### src/rtl/qenc_pkg.sv
package qenc_pkg;

  typedef enum logic [1:0] {
    EDGE_RISE = 2'b00,
    EDGE_FALL = 2'b01,
    EDGE_BOTH = 2'b10,
    EDGE_NONE = 2'b11
  } edge_mode_e;

  // True when an edge that ends at level lvl is counted in mode m.
  function automatic logic edge_counted(edge_mode_e m, logic lvl);
    case (m)
      EDGE_RISE: return lvl;
      EDGE_FALL: return !lvl;
      EDGE_BOTH: return 1'b1;
      default:   return 1'b0;
    endcase
  endfunction

  // Direction of a single-channel move, given the new levels.
  // A leading B: A moves to differ from B, B moves to match A.
  function automatic logic step_is_up(logic moved_a, logic a, logic b);
    return moved_a ? (a != b) : (a == b);
  endfunction

endpackage

### src/rtl/qenc_edge_decode.sv
module qenc_edge_decode
  import qenc_pkg::*;
(
  input  logic       clk,
  input  logic       rst_n,
  input  logic       enc_en,
  input  logic [1:0] edge_sel,
  input  logic       chan_a,
  input  logic       chan_b,
  output logic       step_up,
  output logic       step_dn
);

  logic prev_a, prev_b, primed;
  logic moved_a, moved_b, single_move, qualifies, go_up;
  edge_mode_e mode;

  always_ff @(posedge clk or negedge rst_n) begin
    if (!rst_n) begin
      prev_a <= 1'b0;
      prev_b <= 1'b0;
      primed <= 1'b0;
    end else begin
      prev_a <= chan_a;
      prev_b <= chan_b;
      primed <= 1'b1;
    end
  end

  always_comb begin
    mode        = edge_mode_e'(edge_sel);
    moved_a     = chan_a ^ prev_a;
    moved_b     = chan_b ^ prev_b;
    single_move = moved_a ^ moved_b;
    qualifies   = primed && enc_en && single_move &&
                  edge_counted(mode, moved_a ? chan_a : chan_b);
    go_up       = step_is_up(moved_a, chan_a, chan_b);
    step_up     = qualifies && go_up;
    step_dn     = qualifies && !go_up;
  end

  // a two-channel jump never yields a step
  p_no_double_move_r7: assert property (@(posedge clk) disable iff (!rst_n)
    (moved_a && moved_b) |-> !(step_up || step_dn));

endmodule

### src/rtl/qenc_wrap_counter.sv
module qenc_wrap_counter #(
  parameter int CNT_W = 16
) (
  input  logic             clk,
  input  logic             rst_n,
  input  logic             step_up,
  input  logic             step_dn,
  input  logic [CNT_W-1:0] reload,
  output logic [CNT_W-1:0] count
);

  function automatic logic [CNT_W-1:0] inc_wrap(logic [CNT_W-1:0] c, logic [CNT_W-1:0] top);
    return (c >= top) ? '0 : c + 1'b1;
  endfunction

  function automatic logic [CNT_W-1:0] dec_wrap(logic [CNT_W-1:0] c, logic [CNT_W-1:0] top);
    return (c == '0) ? top : c - 1'b1;
  endfunction

  always_ff @(posedge clk or negedge rst_n) begin
    if (!rst_n)       count <= '0;
    else if (step_up) count <= inc_wrap(count, reload);
    else if (step_dn) count <= dec_wrap(count, reload);
  end

  // the decoder never issues both directions in one cycle
  p_single_step_r2: assert property (@(posedge clk) disable iff (!rst_n)
    $onehot0({step_up, step_dn}));

  // upward step at or above the top lands on zero
  p_wrap_up_r4: assert property (@(posedge clk) disable iff (!rst_n)
    (step_up && count >= reload) |=> (count == '0));

  // downward step at zero lands on the top value
  p_wrap_dn_r5: assert property (@(posedge clk) disable iff (!rst_n)
    (step_dn && count == '0) |=> (count == $past(reload)));

  // no step, no movement
  p_hold_r6: assert property (@(posedge clk) disable iff (!rst_n)
    !(step_up || step_dn) |=> $stable(count));

endmodule

### src/rtl/qenc_dir_flags.sv
module qenc_dir_flags #(
  parameter int FLAG_W = 7,
  parameter int DN_BIT = 6,
  parameter int UP_BIT = 5
) (
  input  logic              clk,
  input  logic              rst_n,
  input  logic              step_up,
  input  logic              step_dn,
  input  logic              clr_wr,
  input  logic [FLAG_W-1:0] clr_data,
  input  logic [FLAG_W-1:0] irq_en,
  output logic [FLAG_W-1:0] flags,
  output logic              dir_dn,
  output logic              irq
);

  logic [FLAG_W-1:0] set_vec, clr_vec;

  always_comb begin
    set_vec         = '0;
    set_vec[DN_BIT] = step_dn && !dir_dn;
    set_vec[UP_BIT] = step_up && dir_dn;
    clr_vec         = clr_wr ? clr_data : '0;
  end

  always_ff @(posedge clk or negedge rst_n) begin
    if (!rst_n) begin
      flags  <= '0;
      dir_dn <= 1'b0;
    end else begin
      flags <= (flags & ~clr_vec) | set_vec;
      if (step_dn)      dir_dn <= 1'b1;
      else if (step_up) dir_dn <= 1'b0;
    end
  end

  assign irq = |(flags & irq_en);

  // a turn from upward to downward raises the down bit
  p_dn_turn_flag_r8: assert property (@(posedge clk) disable iff (!rst_n)
    (step_dn && !dir_dn) |=> flags[DN_BIT]);

  // a turn from downward to upward raises the up bit
  p_up_turn_flag_r8: assert property (@(posedge clk) disable iff (!rst_n)
    (step_up && dir_dn) |=> flags[UP_BIT]);

  // a set bit stays until a clear selects it
  p_flag_sticky_r9: assert property (@(posedge clk) disable iff (!rst_n)
    (flags[DN_BIT] && !(clr_wr && clr_data[DN_BIT])) |=> flags[DN_BIT]);

endmodule

### src/rtl/qenc_pos_counter.sv
module qenc_pos_counter #(
  parameter int CNT_W  = 16,
  parameter int FLAG_W = 7,
  parameter int DN_BIT = 6,
  parameter int UP_BIT = 5
) (
  input  logic              clk,
  input  logic              rst_n,
  input  logic              enc_en,
  input  logic [1:0]        edge_sel,
  input  logic              chan_a,
  input  logic              chan_b,
  input  logic [CNT_W-1:0]  reload_val,
  input  logic              clr_wr,
  input  logic [FLAG_W-1:0] clr_data,
  input  logic [FLAG_W-1:0] irq_en,
  output logic [CNT_W-1:0]  count_o,
  output logic              dir_down_o,
  output logic [FLAG_W-1:0] flags_o,
  output logic              irq_o
);

  logic step_up, step_dn;

  qenc_edge_decode u_decode (
    .clk      (clk),
    .rst_n    (rst_n),
    .enc_en   (enc_en),
    .edge_sel (edge_sel),
    .chan_a   (chan_a),
    .chan_b   (chan_b),
    .step_up  (step_up),
    .step_dn  (step_dn)
  );

  qenc_wrap_counter #(.CNT_W(CNT_W)) u_count (
    .clk     (clk),
    .rst_n   (rst_n),
    .step_up (step_up),
    .step_dn (step_dn),
    .reload  (reload_val),
    .count   (count_o)
  );

  qenc_dir_flags #(.FLAG_W(FLAG_W), .DN_BIT(DN_BIT), .UP_BIT(UP_BIT)) u_flags (
    .clk      (clk),
    .rst_n    (rst_n),
    .step_up  (step_up),
    .step_dn  (step_dn),
    .clr_wr   (clr_wr),
    .clr_data (clr_data),
    .irq_en   (irq_en),
    .flags    (flags_o),
    .dir_dn   (dir_down_o),
    .irq      (irq_o)
  );

  // disabled counting keeps the position still
  p_idle_when_off_r6: assert property (@(posedge clk) disable iff (!rst_n)
    !enc_en |=> $stable(count_o));

endmodule

### config.mk
export PLATFORM = sky130hd
export DESIGN_NAME = qenc_pos_counter
export DESIGN_NICKNAME = d
export VERILOG_FILES = /design/src/rtl/qenc_pkg.sv /design/src/rtl/qenc_edge_decode.sv /design/src/rtl/qenc_wrap_counter.sv /design/src/rtl/qenc_dir_flags.sv /design/src/rtl/qenc_pos_counter.sv
export SDC_FILE = /design/constraint.sdc
export NUM_CORES = 1
export LEC_CHECK = 0
export ABC_AREA = 1
export BUFFER_PORTS_ARGS = -buffer_cell sky130_fd_sc_hd__buf_2
export CORE_ASPECT_RATIO = 0.8
export CORE_MARGIN = 2
export CORE_UTILIZATION = 35
export DETAILED_ROUTE_END_ITERATION = 6
export SYNTH_ARGS = -nofsm -noshare
export SYNTH_HDL_FRONTEND = slang
export SYNTH_HIERARCHICAL = 1
export SYNTH_SLANG_ARGS = --single-unit
### constraint.sdc
create_clock -name clk -period 2.2 [get_ports clk]
set_clock_uncertainty 0.15 [all_clocks]
set_input_delay 0 -clock clk [delete_from_list [all_inputs] [get_ports clk]]
set_output_delay 0 -clock clk [all_outputs]
set_load 0.02 [all_outputs]
Word level (Yosys, flattened, before mapping)
Cells that the tools add are included.

operators by class
  shift-type cells = 0
  div/mod/pow operators = 0
  add/sub/neg operators = 2
  bitwise logic cells = 7
  reduce and logical (&&, ||, !) cells = 14
  multiply operators = 0
  order comparisons = 1
  equality and inequality tests = 4
  muxes and demuxes = 10

operators by type and width
  operator                                                              number
  16-bit 2-to-1 mux                                                     4
  16-bit by 1-bit adder with 16-bit output, second input constant       1
  16-bit >= comparator                                                  1
  16-bit zero test                                                      1
  16-bit by 1-bit subtractor with 16-bit output, second input constant  1
  7-bit bitwise AND                                                     2
  1-bit logical AND                                                     7
  7-bit 2-to-1 mux                                                      1
  7-bit inverter                                                        1
  7-bit bitwise OR                                                      1
  7-bit OR reduction                                                    1
  1-bit 2-to-1 mux                                                      4
  1-bit zero test                                                       3
  1-bit case mux with 3 select lines                                    1
  1-bit XOR                                                             3
  2-bit by 1-bit == test with 1-bit output, second input constant       1
  2-bit == test, second input constant                                  1
  2-bit zero test                                                       1
  2-bit nonzero test                                                    1
  1-bit == test                                                         1
  1-bit inequality test                                                 1

word-level totals
  RAM bits = 0
  ROM bits = 0
  output and inout port bits = 25
  memories = 0
  bits of input ports = 38
  latch bits = 0
  register bits = 27

Depth between registers and ports, before layout
  word-level depth = 8
  mapped depth = 17
  gate-level depth less buffers = 16

Hierarchy
Netlist, hierarchy kept.

modules (own cells, without submodules)
  module             seq. area each (µm²)  area an instance (µm²)  times used  cells an instance
  qenc_wrap_counter  400.4                 2443.6                  1           401
  qenc_dir_flags     200.2                 330.3                   1           37
  qenc_edge_decode   75.1                  214.0                   1           36

Worst setup path after synthesis
Ideal clock, no wire load.

  path type = register to register
  start point = register u_decode.prev_a
  end point = register u_count.count[13]
  arrival = 1.770 ns
  buffers on the path = 2
  stages on the path, launching flop included = 13
  period minus slack after synthesis = 1.998 ns
  path slack = 0.202 ns
  path through = dfrtp_1 -> inv_1 -> nand2_1 -> nand2_2 -> xor2_1 -> inv_1 -> nor2_1 -> buf_2 -> nor2_4 -> clkinv_1 -> clkbuf_1 -> nor2_1 -> a21oi_1

on the way
  longest elaborated chain between the ends = 7

ends and longest elaborated chain
  element                                                  RTL line                 RTL
  start, declared                                          qenc_edge_decode.sv:14   logic prev_a, prev_b, primed;
  start signal, assigned                                   qenc_edge_decode.sv:24   prev_a <= chan_a;
  1-bit XOR *                                              qenc_edge_decode.sv:32   moved_a = chan_a ^ prev_a;
  1-bit 2-to-1 mux                                         qenc_edge_decode.sv:36   edge_counted(mode, moved_a ? chan_a : chan_b);
  1-bit zero test                                          qenc_pkg.sv:14           EDGE_FALL: return !lvl;
  1-bit case mux with 3 select lines                       qenc_pkg.sv:12           case (m)
  1-bit logical AND                                        qenc_edge_decode.sv:35   qualifies = primed && enc_en && single_move &&
  1-bit logical AND *                                      qenc_edge_decode.sv:38   step_up = qualifies && go_up;
  net step_up                                              qenc_pos_counter.sv:23   logic step_up, step_dn;
  16-bit 2-to-1 mux or 2-bit nonzero test (tied branches)  --
  end signal, assigned                                     qenc_wrap_counter.sv:22  else if (step_up) count <= inc_wrap(count, reload);
  end signal, assigned                                     qenc_wrap_counter.sv:23  else if (step_dn) count <= dec_wrap(count, reload);
  end, declared                                            qenc_wrap_counter.sv:9   output logic [CNT_W-1:0] count

Mark *: on every way through the listed nets, which the timed path passes. The rest lies on a longest branch.
A chain may end at the register's enable or synchronous reset.

Worst setup path after layout
  start point = input port chan_a
  end point = register u_count.count[8]

on the way
  longest elaborated chain between the ends = 7

ends and longest elaborated chain
  element                                                  RTL line                RTL
  start, declared                                          qenc_pos_counter.sv:11  input logic chan_a,
  1-bit XOR                                                qenc_edge_decode.sv:32
  1-bit 2-to-1 mux                                         qenc_edge_decode.sv:36
  1-bit zero test                                          qenc_pkg.sv:14
  1-bit case mux with 3 select lines                       qenc_pkg.sv:12
  1-bit logical AND                                        qenc_edge_decode.sv:35
  1-bit logical AND *                                      qenc_edge_decode.sv:38
  net step_up                                              qenc_pos_counter.sv:23
  16-bit 2-to-1 mux or 2-bit nonzero test (tied branches)  --

Marks and branches as above.

==> results_dict.tcl <==
set metrics [dict create \
    antenna_left 0 \
    p_int_mw 1.74 \
    synth_xor_area_share_pct 3.22 \
    drc_errors 0 \
    fin_cells 682 \
    regArea_um2 676 \
    clockPowerShare_pct 7.9 \
    path_clk_slew_ns 0.11 \
    grt_overflow 0 \
    fp-row-count 30 \
    crit_type "in2reg" \
    reg2reg_from "u_decode/prev_a" \
    cellPowerDensity_mw_per_mm2 1030 \
    drtIter0Drc 322 \
    crit_buf_inv 7 \
    min_to "u_count/count[7]" \
    die_w_um 107 \
    slowest_delay_ns 0.53 \
    timing.rr.end "u_count/count[8]" \
    synth_top_flop_cell "dfrtp_1" \
    r2r.worst_path.cells 12 \
    cp-start-kind "input port" \
    setup_viol 0 \
    cap_violations 0 \
    p_sw_mw 2.17 \
    gp_congestion 0.956 \
    crit_path_max_fanout 19 \
    htreeDepth 1 \
    synthAdderAreaFrac_pct 7.96 \
    synthSimpleGateAreaFrac_pct 44.4 \
    dp_hpwl_um 7450 \
    cp.arrival_ns 2.04 \
    avgSynthCellArea_um2 6.30 \
    ys_seq_elements 27 \
    outcome "finished clean" \
    clk_latency_ns 0.28 \
    synth_cells 474 \
    ctsLongestPathBuffers 2 \
    fin_crit_ns 1.98 \
    finalHoldViolations 0 \
    drive_above_1_share_pct 23.7 \
    track_usage_pct 21.2 \
    hp-start "reload_val[7]" \
    grt_start_max_net_pins 28 \
    ys_seq_area_share_pct 22.6 \
    muxShareOfSynthArea_pct 0 \
    drtPass1Iterations 5 \
    grt_pass1_wl_um 15500 \
    reg2reg_setup_slack_ns 0.23 \
    routedWlPerCell_um 14.1 \
    critPathTopFamily "buffers and inverters" \
    finalSetupTns_ns 0 \
    hold_class "in2reg" \
    synth_top_family_by_area "simple AND/OR/NAND/NOR gates" \
    initial_core_util_pct 35.7 \
    cts-root-buf "clkbuf_8" \
    mappedNetlistArea_mm2 0.00299 \
    slew_viol_final 0 \
    ir_drop_uv 353 \
    max_freq_ghz 0.505 \
    end_kind "register" \
    power_frac_comb_pct 71.7 \
    routed_via_density 4.99 \
    antenna_found_initial 0 \
    dieArea_mm2 0.00930 \
    synth-async-reset-ratio_pct 100 \
    cp_common_cell "nand2_1" \
    routed_wl_um 9620 \
    fillCellCount 863 \
    synthesis.nets 531 \
    cts_sinks 27 \
    synth-compound-area-share_pct 9.63 \
    synth-edff-count 0 \
    synthToLayoutAreaGrowth_pct 26.6 \
    required_ns 2.26 \
    multi_input_area_mm2 0.00196 \
    core_mm2 0.00837 \
    antenna_cells 0 \
    min_path_cells 5 \
    cts_tree "built" \
    placedCellCount 657 \
    synth_cell_types 30 \
    crit_chain "dlygate4sd3_1 > buf_2 > inv_2 > nand2_1 > nand2_1 > nand2_1 > nand2_1 > nand2_1 > inv_1 > nand2_1 > nor2_2 > buf_12 > nor2_4 > inv_2 > buf_4 > nor2_1 > a21oi_1" \
    fp.dieH_um 86.6 \
    swShare_pct 55.4 \
    p_leak_nw 2.03 \
    cpMaxStageDelayCell "dlygate4sd3_1" \
    rsz0062_at_grt "no" \
    cts_buffers 3 \
    grt_pass1_vias 3055 \
    relSlewSlack_pct 56.5 \
    yosysWarnings 6 \
    nets 628 \
    finalCritPeriodShare_pct 90.0 \
    worst_pin_slew_ns 0.652 \
    port_buffers 62 \
    vias 3406 \
    seqPwrFrac_pct 20.4 \
    pin_count 63 \
]
[state kept, by name (all words and copies together), names as in the netlist]
name and cells:
u_decode/primed 1, u_flags/flags 7, u_count/count 16, u_decode/prev_a 1
u_flags/dir_dn 1, u_decode/prev_b 1
[cell type report]
class	instances	area share, %
clock inverter	1	0.198
sequential	27	17.9
clock buffer	3	1.09
timing repair buffer	106	18.5
tap	112	3.70
inverter	69	6.85
multi-input combinational	364	51.8
[power groups by stage]
stage	logic [mW]	registers, mW	clock network, mW
finish	2.80	0.800	0.309
global route	3.10	0.817	0.334
CTS	2.76	0.796	0.314
detailed placement	2.73	0.798	0
global placement	2.73	0.807	0
floorplan	1.58	1.07	0
[placed cells by master, fill, tap and decap left out, types with 2 or more instances in the layout]
cell type,netlist,final
dlygate4sd3_1,0,19
nand3_1,32,32
dfrtp_1,27,27
and2_1,2,2
inv_2,6,8
o21ai_0,3,3
nor2_1,58,57
buf_2,5,62
nand2_2,6,7
nand2_1,126,125
nand2_4,2,2
o21ai_1,13,13
nor2_2,14,15
nor2_4,7,7
nand4_1,26,26
nand3_2,3,3
xor2_1,11,11
a21oi_1,31,31
a21boi_0,5,5
buf_4,3,24
clkbuf_8,0,3
inv_1,57,56
ha_1,19,19
clkinv_1,6,5
[how the worst max path moves through the flow]
stage	from	endpoint	slack, ns	depth (start not counted)
global placement	u_decode/prev_a	u_count/count[5]	0.08	14
detailed placement	u_decode/prev_a	u_count/count[5]	0.02	14
global route	chan_b	u_count/count[3]	0.02	17
floorplan	u_decode/prev_a	u_count/count[13]	0.20	12
CTS	u_decode/prev_a	u_count/count[8]	0.02	14
finish	chan_a	u_count/count[8]	0.22	17
[worst register-to-register path, delay by kind of cell, from the launching register on]
kind | cells | cell delay (ns)
XOR/XNOR | 1 | 0.18
flip-flops | 1 | 0.41
AO/OA/AOI/OAI | 1 | 0.12
AND/OR/NAND/NOR | 5 | 0.45
buffers and inverters | 5 | 0.59
[Yosys cell counts (2+ instances only)]
| cell | count | area, um2 |
|---|---|---|
| a21boi_0 | 5 | 37.5 |
| buf_6 | 4 | 45.0 |
| inv_1 | 57 | 214 |
| o21ai_1 | 13 | 65.1 |
| nand2_4 | 2 | 22.5 |
| buf_4 | 3 | 22.5 |
| nor2_1 | 58 | 218 |
| nor2_2 | 14 | 87.6 |
| and2_1 | 2 | 12.5 |
| a21oi_1 | 31 | 155 |
| ha_1 | 19 | 238 |
| xor2_1 | 11 | 96.3 |
| clkinv_1 | 6 | 22.5 |
| nand2_1 | 126 | 473 |
| nand4_1 | 26 | 163 |
| nand3_1 | 32 | 160 |
| nor2_4 | 7 | 78.8 |
| dfrtp_1 | 27 | 676 |
| o21ai_0 | 3 | 15.0 |
| clkbuf_1 | 2 | 7.51 |
| buf_2 | 5 | 25.0 |
| nand2_2 | 6 | 37.5 |
| inv_2 | 6 | 22.5 |
| nand3_2 | 3 | 30.0 |
[through the flow]
stage          setup WS (ns)  instance area [um2]  power, mW  hold WS (ns)  utilization, %
4_1_cts               0.0245                 3760       3.87        0.0143            44.9
6_report               0.220                 3780       3.91        0.0223            45.2
3_5_place_dp          0.0227                 3520       3.53       -0.0680            42.1
3_3_place_gp          0.0828                 3520       3.53       -0.0761            42.1
5_1_grt               0.0194                 3780       4.25        0.0516            45.2
2_1_floorplan          0.202                 2990       2.65        -0.446               -
[metal layers]
| metal | part of all wire (%) | vias to the layer above | wire length (um) | global-route usage, % |
|---|---|---|---|---|
| li1 | - | 1708 | - | - |
| met1 | 48 | 1534 | 4670 | 32.5 |
| met2 | 41 | 160 | 3950 | 31.7 |
| met3 | 10 | 4 | 958 | 3.31 |
| met4 | 0.44 | 0 | 42 | 3.19 |
| met5 | 0 | - | 0 | 0 |
[timing repair]
item | 4_1_cts | 5_1_grt
resized for setup | 0 | 4
hold buffers | 19 | 0
setup buffers | 0 | 2
hold endpoints to repair | 38 | 0
endpoints found under the setup margin | 0 | 16
[kinds of logic after synthesis]
kind of cell / after synthesis
fa+ha+maj: 19
buf+inv: 83
xor+xnor: 11
simple gates: 279
compound gates: 54
flops: 27
other cells: 1
Note: power is estimated with default switching activity, not from simulation.
